[config.mk]
export PLATFORM = sky130hd
export DESIGN_NAME = spiIrqUnit
export DESIGN_NICKNAME = d
export VERILOG_FILES = /design/src/rtl/spiIrqPkg.sv /design/src/rtl/spiIrqCtrl.sv /design/src/rtl/spiIrqDatapath.sv /design/src/rtl/spiIrqUnit.sv
export SDC_FILE = /design/constraint.sdc
export NUM_CORES = 1
export LEC_CHECK = 0
export BUFFER_PORTS_ARGS = -buffer_cell sky130_fd_sc_hd__buf_2
export CORE_UTILIZATION = 35
export DETAILED_ROUTE_END_ITERATION = 8
export PLACE_DENSITY_LB_ADDON = 0.08
export SYNTH_ARGS = -nofsm -noshare
export SYNTH_HDL_FRONTEND = slang
export SYNTH_SLANG_ARGS = --single-unit
[constraint.sdc]
create_clock -name clk -period 1.39 [get_ports clk]
set_input_delay 0.0695 -clock clk [delete_from_list [all_inputs] [get_ports clk]]
set_output_delay 0.0695 -clock clk [all_outputs]
set_load 0.1 [all_outputs]
[src/rtl/spiIrqPkg.sv]
package spiIrqPkg;
  localparam int RAW_W = 3;
  localparam int BIT_TXDONE = 0;
  localparam int BIT_RXRDY = 1;
  localparam int BIT_RXOVF = 2;
  localparam int EN_TXDONE = 5;
  localparam int EN_RXRDY = 4;
  localparam int EN_RXOVF = 6;
  localparam int ADR_CTRL = 0;
  localparam int ADR_RAW = 1;
  localparam int ADR_MASK = 2;
  localparam int ADR_CLEAR = 3;

  typedef enum logic [1:0] {
    RD_CTRL = 2'd0,
    RD_RAW  = 2'd1,
    RD_MASK = 2'd2,
    RD_ZERO = 2'd3
  } rdSel_e;

  typedef struct packed {
    logic wrCtrl;
    logic wrClear;
    rdSel_e rdSel;
  } strobe_t;

  function automatic int enPos(input int statusBit);
    case (statusBit)
      BIT_TXDONE: return EN_TXDONE;
      BIT_RXRDY: return EN_RXRDY;
      default: return EN_RXOVF;
    endcase
  endfunction
endpackage

[src/rtl/spiIrqCtrl.sv]
module spiIrqCtrl
  import spiIrqPkg::*;
#(
  parameter int ADDR_W = 4
) (
  input  logic              regWrEn,
  input  logic [ADDR_W-1:0] regAddr,
  output strobe_t           strobes
);
  always_comb begin
    strobes = '{wrCtrl: 1'b0, wrClear: 1'b0, rdSel: RD_ZERO};
    if (regAddr == ADDR_W'(ADR_CTRL)) begin
      strobes.wrCtrl = regWrEn;
      strobes.rdSel = RD_CTRL;
    end else if (regAddr == ADDR_W'(ADR_RAW)) begin
      strobes.rdSel = RD_RAW;
    end else if (regAddr == ADDR_W'(ADR_MASK)) begin
      strobes.rdSel = RD_MASK;
    end else if (regAddr == ADDR_W'(ADR_CLEAR)) begin
      strobes.wrClear = regWrEn;
    end
  end
endmodule

[src/rtl/spiIrqDatapath.sv]
module spiIrqDatapath
  import spiIrqPkg::*;
#(
  parameter int DATA_W = 32
) (
  input  logic              clk,
  input  logic              rstN,
  input  strobe_t           strobes,
  input  logic [DATA_W-1:0] wrData,
  input  logic [RAW_W-1:0]  evtSet,
  input  logic              evtXferEnd,
  output logic [DATA_W-1:0] rdData,
  output logic [RAW_W-1:0]  rawStat,
  output logic [RAW_W-1:0]  maskStat,
  output logic              irq
);
  logic [DATA_W-1:0] ctrlReg;
  logic [RAW_W-1:0] enMap;
  logic [RAW_W-1:0] setVec;

  always_ff @(posedge clk) begin
    if (!rstN) ctrlReg <= '0;
    else if (strobes.wrCtrl) ctrlReg <= wrData;
  end

  for (genvar i = 0; i < RAW_W; i++) begin : g_bit
    localparam int EP = enPos(i);
    localparam bit IS_END = (i == BIT_TXDONE) || (i == BIT_RXRDY);
    assign enMap[i] = ctrlReg[EP];
    assign setVec[i] = evtSet[i] | (IS_END & evtXferEnd);
    always_ff @(posedge clk) begin
      if (!rstN) rawStat[i] <= 1'b0;
      else if (setVec[i]) rawStat[i] <= 1'b1;
      else if (strobes.wrClear && wrData[i]) rawStat[i] <= 1'b0;
    end
  end

  assign maskStat = rawStat & enMap;
  assign irq = |maskStat;

  always_comb begin
    unique case (strobes.rdSel)
      RD_CTRL: rdData = ctrlReg;
      RD_RAW:  rdData = DATA_W'(rawStat);
      RD_MASK: rdData = DATA_W'(maskStat);
      default: rdData = '0;
    endcase
  end
endmodule

[src/rtl/spiIrqUnit.sv]
module spiIrqUnit
  import spiIrqPkg::*;
#(
  parameter int DATA_W = 32,
  parameter int ADDR_W = 4
) (
  input  logic              clk,
  input  logic              rstN,
  input  logic              regWrEn,
  input  logic [ADDR_W-1:0] regAddr,
  input  logic [DATA_W-1:0] regWrData,
  output logic [DATA_W-1:0] regRdData,
  input  logic [2:0]        evtSet,
  input  logic              evtXferEnd,
  output logic              irq
);
  strobe_t strobes;
  logic [RAW_W-1:0] rawStat;
  logic [RAW_W-1:0] maskStat;

  spiIrqCtrl #(.ADDR_W(ADDR_W)) ctrl_i (
    .regWrEn(regWrEn), .regAddr(regAddr), .strobes(strobes)
  );

  spiIrqDatapath #(.DATA_W(DATA_W)) dp_i (
    .clk(clk), .rstN(rstN), .strobes(strobes), .wrData(regWrData),
    .evtSet(evtSet), .evtXferEnd(evtXferEnd), .rdData(regRdData),
    .rawStat(rawStat), .maskStat(maskStat), .irq(irq)
  );
endmodule

==> results of run 1 <==
-- synthesized netlist by cell type (all sizes together) --
cell type | number | area (um2)
nor2b | 2 | 12.51
nor3 | 5 | 36.29
o21ai | 1 | 5.000
inv | 2 | 7.510
nor2 | 4 | 15.01
a222oi | 3 | 30.03
mux2i | 32 | 320.3
dfxtp | 35 | 700.7
nand2 | 65 | 244.0
clkbuf | 10 | 37.54
o31ai | 2 | 15.01
or3b | 1 | 11.26
and2 | 32 | 200.2
nor4 | 1 | 6.260
a31oi | 3 | 18.77
buf | 3 | 45.04
-- routing by layer --
layer  vias up  GRT usage [%]
met3         4          6.470
li1        841              -
met2        42          30.61
met1       734          20.05
met5         -              0
met4         0          5.229
-- sequential cells by signal, summed over array words and instances (netlist names) --
name          flops
dp_i.ctrlReg     32
dp_i.rawStat      3
-- tightest hold or removal path, cell delays in order --
cell and delay [ps]:
buf_2 100, nand2_1 40, mux2i_1 50
-- cell type report --
class / instances / area [um2] / area share, %
Timing Repair Buffer: 97 / 1094 / 37.00
Inverter: 2 / 7.507 / 0.2540
Clock buffer: 7 / 76.32 / 2.583
Clock inverter: 1 / 5.005 / 0.1693
Sequential cell: 35 / 706.9 / 23.92
Tap cell: 54 / 67.56 / 2.286
Multi-Input combinational cell: 151 / 998.5 / 33.78
-- where the power goes --
part / switching (mW) / leakage (nW) / internal, mW / total (mW)
Sequential: 0.00889 / 0.285 / 1.02 / 1.03
Clock: 0.340 / 0.0422 / 0.351 / 0.691
Combinational: 0.137 / 0.904 / 0.128 / 0.265
Total: 0.485 / 1.23 / 1.50 / 1.99
-- cell usage in the layout, fill, tap and decap left out, types with 2 or more instances in the layout --
cell | netlist | final
buf_12 | 0 | 37
nor3_4 | 1 | 4
mux2i_1 | 32 | 32
o31ai_1 | 2 | 2
and2_2 | 0 | 29
clkbuf_8 | 0 | 5
a222oi_1 | 3 | 3
buf_4 | 0 | 15
dfxtp_2 | 0 | 5
and2_4 | 0 | 3
clkbuf_1 | 10 | 2
buf_2 | 0 | 42
dfxtp_1 | 35 | 30
a31oi_1 | 3 | 3
nor2b_1 | 2 | 2
inv_1 | 2 | 2
nand2_1 | 65 | 65
dlygate4sd3_1 | 0 | 3
nor2_1 | 4 | 4
-- cell families (layout without fill, tap and decap cells) --
kind of cell | Yosys count | in the layout
mux | 32 | 32
compound gates | 9 | 9
buf+inv | 15 | 107
simple gates | 110 | 110
flops | 35 | 35
-- how the worst min path moves through the flow --
stage / start / end / slack (ps) / cells past startpoint
after floorplan: regWrData[0] / dp_i.rawStat[0] / 170 / 1
after global placement: regWrData[1] / dp_i.rawStat[1] / 280 / 2
after detailed placement: regWrData[1] / dp_i.rawStat[1] / 270 / 2
after CTS: regWrData[6] / dp_i.ctrlReg[6] / 20 / 3
after global routing: regWrData[11] / dp_i.ctrlReg[11] / 30 / 3
final: regWrData[6] / dp_i.ctrlReg[6] / 30 / 3
-- what timing repair did --
item | in CTS | in global routing
hold buffers | 3 | 0
resized for setup | 20 | 0
setup buffers | 4 | 0
endpoints found under the setup margin | 3 | 3
pin swaps | 6 | 0
endpoints found under the hold margin | 3 | 0
==> flow_summary_export.csv, run 1 <==
group,metric,value,unit
drt,top_layer,"met4",
global_route,antenna_found_initial,0,
layout,fin_nets,335,
critical_path,crit_family,"buffers and inverters",
critical_path,rr_startpoint,"dp_i.rawStat[0]",
pwr,p_total,1.987,mW
synthesis,synthMuxAreaShare,18.78,%
layout,drive_above_1_share,48.81,%
synthesis,ys_seq_area_share,41.09,%
placed_design,placed_area,0.002755,mm2
layout,antennaDiodeCount,0,
layout,fillers,413,
pwr,p_leak,1.231,nW
sta,setup_viol,3,
min_path,hold_class,"in -> reg",
drt,met1_length,1794,um
pwr,power.density,672.2,mW/mm2
clocking,clk_pin_slew_worst_paths,70,ps
clocking,cts_buffers,5,
floorplanning,start_util,36.35,%
floorplanning,core-area,0.004692,mm2
synthesis,netlist_instances,201,
sta,worst_slack,-111.1,ps
layout,fin_util,62.99,%
drt,first_pass_iters,4,
clocking,root_buffer,"clkbuf_8",
critical_path,crit_path_top_delay_cell,"dfxtp_2",
drt,viasPerCell,4.671,
floorplanning,die_area,0.005156,mm2
clocking,cts-htree-levels,2,
critical_path,crit_chain,"and2_4 > a222oi_1 > buf_4 > nor3_4 > buf_12",
global_route,grt_max_degree,33,
sta,period_share,108.0,%
sta,fin_skew,0,ps
drt,drtIter0Drc,71,
critical_path,path_buf_inv,2,
critical_path,cp-end-kind,"output port",
critical_path,critPathCapture,"regRdData[1]",
sta,drv_slew,0,
sta,whs,25.33,ps
drt,drt-total-wl,4187,um
sta,tns,-262.8,ps
placed_design,gp_congestion,0.7300,
critical_path,ff2ff_path_depth,3,
clocking,cts_buffer_depth,2,
clocking,clock_sinks,35,
placed_design,dp.cells,332,
critical_path,crit_cells,5,
job,drv_cap,0,
clocking,cts_tree,"yes",
synthesis,synthSimpleGateAreaFrac,30.81,%
critical_path,r2r-end,"dp_i.rawStat[0]",
synthesis,synth_nets,244,
critical_path,critPathKind,"reg -> out",
sta,finalHoldViolations,0,
floorplanning,dieWidth,71.81,um
global_route,gr-total-overflow,0,
synthesis,synth.distinct_cells,17,
drt,wl_per_cell,12.07,um
sta,fmax,666.2,MHz
floorplanning,rows,25,
clocking,clock_latency,270,ps
synthesis,postSynthAreaPerCell,8.485,um2
pwr,ir_worst_vdd,0.5972,mV
drt,wl_met2,2102,um
critical_path,cp_data_required_time,1320,ps
placed_design,place_hpwl,3048,um
critical_path,cp_data_arrival_time,1430,ps
critical_path,reg2reg_slack,520,ps
sta,worstMarginPinSlew,346.2,ps
drt,drc,0,
critical_path,cpPeakStageDelay,320,ps
synthesis,synthAdderAreaFrac,0,%
synthesis,ys_ff_latch,35,
sta,slew_headroom,76.73,%
synthesis,synth_xor_area_share,0,%
layout,syn_to_final_growth,73.29,%
synthesis,synth_top_family_by_area,"simple AND/OR/NAND/NOR gates",
synthesis,syn_area,0.001705,mm2
placed_design,place_ws,24.97,ps
layout,final_area,0.002955,mm2
critical_path,startpoint_type,"flip-flop",
global_route,grt_pass1_wl,7058,um
placed_design,port_buffers,75,
status,violations,"negative setup slack",
global_route,grt_use_total,17.57,%
critical_path,critPathLaunch,"dp_i.ctrlReg[4]",
drt,vias,1621,
layout,fin_cells,347,
floorplanning,die_h,71.81,um
synthesis,synth_compound_area_share,4.035,%
floorplanning,io_pins,76,
global_route,grt_pass1_vias,1555,
synthesis,ys_warn_count,0,
sta,rsz0062_at_grt,"yes",
drt,ant_nets,0,
critical_path,crit_path_max_fanout,2,
sta,min_period,1501,ps
status,status,"finished with violations",
drt,wl_met3,251,um
Note: power is estimated with default switching activity, not from simulation.
==> run 2: changes to the inputs <==
--- a/config.mk
+++ b/config.mk
@@ -7,6 +7,7 @@
 export LEC_CHECK = 0
 export BUFFER_PORTS_ARGS = -buffer_cell sky130_fd_sc_hd__buf_2
 export CORE_UTILIZATION = 35
+export CTS_BUF_LIST = sky130_fd_sc_hd__clkbuf_4 sky130_fd_sc_hd__clkbuf_8 sky130_fd_sc_hd__clkbuf_16
 export DETAILED_ROUTE_END_ITERATION = 8
 export PLACE_DENSITY_LB_ADDON = 0.08
 export SYNTH_ARGS = -nofsm -noshare
==> run 2 against run 1 <==
  * The flow still finishes with violations (negative setup slack)
  * Global-route usage hardly changed
  * Die area stayed put
  * Critical path depth stayed put
  * Clock-buffer cell count stayed put
  * Clock power is 6.2% higher
  * Register-to-register slack hardly changed
  * Hold slack hardly changed
  * Sequential share of layout area is 0.061 points lower
  * Final cell count stayed put
  * Non-clock buffer count stayed put
  * Critical path type unchanged
==> flow_summary_export.csv, run 2 (synthesized netlist as in run 1, its figures left out) <==
group,metric,value,unit
global_route,grt_max_degree,33,
layout,final_cell_mix,"nand2_1 (65), buf_2 (42), buf_12 (37)",
critical_path,crit_path_max_fanout,2,
layout,regMostFlops,"dp_i.ctrlReg",
job,drv_cap,0,
clocking,clock_sinks,35,
sta,worst_slack,-116.5,ps
layout,fin_nets,335,
pwr,p_total,2.029,mW
status,violations,"negative setup slack",
drt,drc,0,
global_route,use_met3,6.470,%
critical_path,cp_data_arrival_time,1440,ps
global_route,use_met1,20.23,%
global_route,grt_busiest_layer,"met2",
sta,setup_viol,3,
global_route,grt_use_total,17.54,%
layout,final_area,0.002963,mm2
clocking,cts_buffer_depth,2,
global_route,grt_pass1_wl,7051,um
placed_design,gp_congestion,0.7300,
clocking,clock_latency,270,ps
floorplanning,die_area,0.005156,mm2
drt,viasPerCell,4.657,
layout,syn_to_final_growth,73.73,%
sta,min_period,1506,ps
sta,rsz0062_at_grt,"yes",
sta,drv_slew,0,
drt,first_pass_iters,4,
drt,drtIter0Drc,86,
placed_design,port_buffers,75,
layout,final_common_cell,"nand2_1",
pwr,ir_worst_vdd,0.6110,mV
placed_design,placed_area,0.002755,mm2
placed_design,place_ws,24.97,ps
sta,slew_headroom,76.73,%
status,status,"finished with violations",
critical_path,startpoint_type,"flip-flop",
clocking,cts_buffers,5,
global_route,grt_use_met2,30.29,%
floorplanning,core-area,0.004692,mm2
sta,fin_skew,0,ps
pwr,p_leak,1.238,nW
clocking,cts_tree,"yes",
layout,drive_above_1_share,49.49,%
drt,vias,1616,
global_route,antenna_found_initial,0,
layout,largestRegisters,"dp_i.ctrlReg x32, dp_i.rawStat x3",
floorplanning,start_util,36.35,%
critical_path,cp_data_required_time,1320,ps
drt,ant_nets,0,
drt,wl_per_cell,12.05,um
sta,worstMarginPinSlew,346.2,ps
sta,period_share,108.4,%
drt,drt-total-wl,4182,um
floorplanning,die_h,71.81,um
global_route,gr-total-overflow,0,
layout,fillers,412,
layout,largest_register_ffs,32,
sta,fmax,663.8,MHz
floorplanning,io_pins,76,
sta,finalHoldViolations,0,
critical_path,critPathKind,"reg -> out",
layout,antennaDiodeCount,0,
placed_design,place_hpwl,3048,um
global_route,grt_pass1_vias,1546,
critical_path,cp-end-kind,"output port",
floorplanning,rows,25,
floorplanning,dieWidth,71.81,um
clocking,cts-htree-levels,2,
clocking,root_buffer,"clkbuf_8",
pwr,power.density,684.8,mW/mm2
min_path,hold_class,"in -> reg",
clocking,clk_pin_slew_worst_paths,70,ps
[run 2: layer usage]
metal / wire length, um / vias to the layer above
met5: 0 / -
met4: 38 / 0
met3: 243 / 4
met2: 2096 / 38
met1: 1804 / 733
li1: - / 841
[run 2: timing repair]
action                     in CTS  in global routing
hold endpoints to repair        3                  0
pin swaps                       6                  0
resized for setup              20                  0
buffers inserted                4                  0
hold buffers                    3                  0
setup endpoints to repair       3                  3
[run 2: worst paths after layout]
check / cells after the start / from / end / slack, ps
max: 5 / dp_i.ctrlReg[4] / regRdData[1] / -120
min: 3 / regWrData[6] / dp_i.ctrlReg[6] / 30
min reg2reg: 2 / dp_i.ctrlReg[19] / dp_i.ctrlReg[19] / 450
max reg2reg: 3 / dp_i.rawStat[1] / dp_i.rawStat[1] / 520
[run 2: through the flow]
step / hold WS, ps / util, % / cells / setup TNS, ps
6_report: 25.77 / 63.15 / 347 / -267.5
2_1_floorplan: 170.1 / - / 201 / -1.642
3_3_place_gp: 277.8 / 58.72 / 332 / 0
4_1_cts: 17.48 / 63.15 / 347 / -288.3
3_5_place_dp: 271.1 / 58.72 / 332 / 0
5_1_grt: 24.95 / 63.15 / 347 / -526.2
[run 2: final cells by class]
cell class              count  area [um2]  share of cell area [%]
clock buffers               7       83.83                   2.829
clock inverters             1       5.005                  0.1689
inverters                   2       7.507                  0.2534
multi-input cells         151       998.5                   33.70
repair buffers             97        1094                   36.91
well taps                  54       67.56                   2.280
flip-flops and latches     35       706.9                   23.86
[run 2: power by group]
| group | total (mW) | internal, mW | switching, mW |
|---|---|---|---|
| sequential | 1.03 | 1.02 | 0.00892 |
| combinational | 0.265 | 0.128 | 0.137 |
| clock | 0.734 | 0.391 | 0.343 |
[run 2: critical path, cell delays in order, from the launching register on]
cell and delay, ps:
dfxtp_2 320, and2_4 150, a222oi_1 300, buf_4 190, nor3_4 40, buf_12 160
==> run 3: changes to the inputs <==
--- a/config.mk
+++ b/config.mk
@@ -10,6 +10,9 @@
 export CTS_BUF_LIST = sky130_fd_sc_hd__clkbuf_4 sky130_fd_sc_hd__clkbuf_8 sky130_fd_sc_hd__clkbuf_16
 export DETAILED_ROUTE_END_ITERATION = 8
 export PLACE_DENSITY_LB_ADDON = 0.08
+export REMOVE_ABC_BUFFERS = 1
+export SKIP_LAST_GASP = 1
+export SLEW_MARGIN = 25
 export SYNTH_ARGS = -nofsm -noshare
 export SYNTH_HDL_FRONTEND = slang
 export SYNTH_SLANG_ARGS = --single-unit
==> run 3 against run 2 <==
  * The flow still finishes with violations (negative setup slack)
  * Sequential cell count unchanged
  * Sequential power about the same
  * First-iteration DRC count decreased by 45%
  * Global-route usage is 1.7 points lower
  * Critical endpoint is now regRdData[2]
  * Largest power group unchanged
==> flow_summary_export.csv, run 3 (synthesized netlist as in run 1, its figures left out) <==
group,metric,value,unit
status,status,"finished with violations",
status,violations,"negative setup slack",
global_route,antenna_found_initial,0,
layout,final_area,0.002816,mm2
clocking,clock_latency,280,ps
critical_path,crit_path_max_fanout,2,
clocking,clock_sinks,35,
pwr,combPwrFrac,12.3,%
sta,rsz0062_at_grt,"yes",
min_path,hold_path_startpoint,"regWrData[5]",
critical_path,startpoint_type,"flip-flop",
critical_path,crit_path_top_delay_cell,"a222oi_1",
pwr,power_frac_clock,34.7,%
sta,setup_viol,3,
sta,min_period,1472,ps
layout,final_cell_mix,"nand2_1 (65), buf_2 (42), buf_12 (36)",
sta,worstMarginPinSlew,391.9,ps
critical_path,cp_data_arrival_time,1400,ps
critical_path,cp_data_required_time,1320,ps
placed_design,place_hpwl,2735,um
drt,ant_nets,0,
critical_path,ff2ff_path_depth,3,
layout,antennaDiodeCount,0,
placed_design,dp.cells,322,
floorplanning,io_pins,76,
clocking,cts-htree-levels,2,
layout,largest_register_ffs,32,
critical_path,cpPeakStageDelay,360,ps
global_route,grt_max_degree,68,
pwr,ir_worst_vdd,0.5008,mV
critical_path,crit_chain,"and2_4 > a222oi_1 > nor3_2 > buf_12",
min_path,hold_class,"in -> reg",
global_route,grt_pass1_wl,6272,um
clocking,root_buffer,"clkbuf_8",
placed_design,gp_congestion,0.7530,
drt,vias,1583,
sta,fmax,679.4,MHz
pwr,p_int,1.488,mW
layout,fin_cells,336,
critical_path,critPathKind,"reg -> out",
drt,drtIter0Drc,47,
layout,final_common_cell,"nand2_1",
clocking,cts_buffers,5,
global_route,grt_use_total,15.83,%
placed_design,port_buffers,75,
critical_path,rr_startpoint,"dp_i.rawStat[1]",
pwr,power.density,691.5,mW/mm2
layout,largestRegisters,"dp_i.ctrlReg x32, dp_i.rawStat x3",
critical_path,reg2reg_slack,540,ps
floorplanning,dieWidth,71.81,um
layout,fin_nets,326,
layout,regMostFlops,"dp_i.ctrlReg",
floorplanning,core-area,0.004692,mm2
sta,period_share,105.9,%
sta,worst_slack,-81.91,ps
floorplanning,die_area,0.005156,mm2
global_route,gr-total-overflow,0,
pwr,p_switching,0.4598,mW
min_path,hold_depth,3,
pwr,power_frac_seq,53.0,%
drt,first_pass_iters,4,
pwr,p_leak,1.149,nW
drt,drc,0,
sta,finalHoldViolations,0,
drt,wl_per_cell,11.73,um
critical_path,r2r-end,"dp_i.rawStat[1]",
sta,slew_headroom,73.87,%
global_route,grt_pass1_vias,1404,
clocking,clk_pin_slew_worst_paths,70,ps
clocking,cts_tree,"yes",
placed_design,placed_area,0.002643,mm2
drt,viasPerCell,4.711,
critical_path,cp-end-kind,"output port",
layout,drive_above_1_share,37.59,%
layout,syn_to_final_growth,65.15,%
min_path,worstHoldEndpoint,"dp_i.ctrlReg[5]",
sta,drv_slew,0,
pwr,swShare,23.61,%
floorplanning,start_util,36.35,%
clocking,cts_buffer_depth,2,
sta,whs,24.77,ps
drt,drt-total-wl,3942,um
job,drv_cap,0,
sta,fin_skew,0,ps
floorplanning,die_h,71.81,um
floorplanning,rows,25,
-- run 3: power by group through the flow --
stage / clock network, mW / logic [mW] / registers [mW]
floorplan: 0 / 0.0874 / 1.05
global placement: 0 / 0.218 / 1.05
detailed placement: 0 / 0.220 / 1.05
CTS: 0.707 / 0.242 / 1.03
global route: 0.748 / 0.262 / 1.03
finish: 0.677 / 0.240 / 1.03
-- run 3: worst max path at each step --
stage                          startpoint               end  slack, ps  depth (start not counted)
after floorplan           dp_i.rawStat[0]      regRdData[0]      -1260                          3
after global placement         regAddr[3]  dp_i.ctrlReg[12]         60                          5
after detailed placement       regAddr[3]   dp_i.ctrlReg[1]         30                          5
after CTS                 dp_i.rawStat[2]      regRdData[2]       -100                          4
after global routing      dp_i.rawStat[2]      regRdData[2]       -160                          4
final                     dp_i.rawStat[2]      regRdData[2]        -80                          4
-- run 3: what timing repair did --
item                       4_1_cts  5_1_grt
hold buffers                     3        0
hold endpoints to repair         3        0
setup buffers                    5        0
pin swaps                        8        0
setup endpoints to repair        3        3
cloned                           0        0
resized for setup               12        0
-- run 3: worst max-delay path: cells and delay by family (launching register included) --
kind	cells	cell delay (ps)
AOI/OAI and AO/OA	1	360
DFF	1	320
buffers and inverters	1	180
and+or+nand+nor	2	260
-- run 3: metrics by stage --
| stage | setup slack (ps) | power, mW | TNS [ps] | util (%) |
|---|---|---|---|---|
| 3_5_place_dp | 32.38 | 1.274 | 0 | 56.32 |
| 5_1_grt | -158.4 | 2.042 | -414.7 | 60.03 |
| 4_1_cts | -98.65 | 1.979 | -231.5 | 60.03 |
| 2_1_floorplan | -1256 | 1.138 | -52000 | - |
| 6_report | -81.91 | 1.947 | -209.7 | 60.03 |
| 3_3_place_gp | 56.92 | 1.272 | 0 | 56.32 |
-- run 3: per-layer routing --
| metal | GRT usage, % | wire length (um) | vias to the layer above |
|---|---|---|---|
| met5 | 0 | 0 | - |
| met4 | 5.882 | 55 | 0 |
| met3 | 5.345 | 230 | 5 |
| met2 | 25.89 | 1904 | 44 |
| met1 | 19.29 | 1751 | 718 |
| li1 | - | - | 816 |
-- run 3: cell type report --
cell class / count / area (um2)
fillers: 424 / 1876
repair buffers: 88 / 1013
multi-input cells: 151 / 943.4
flip-flops and latches: 35 / 708.2
clock buffers: 6 / 76.32
well taps: 54 / 67.56
inverters: 2 / 7.507
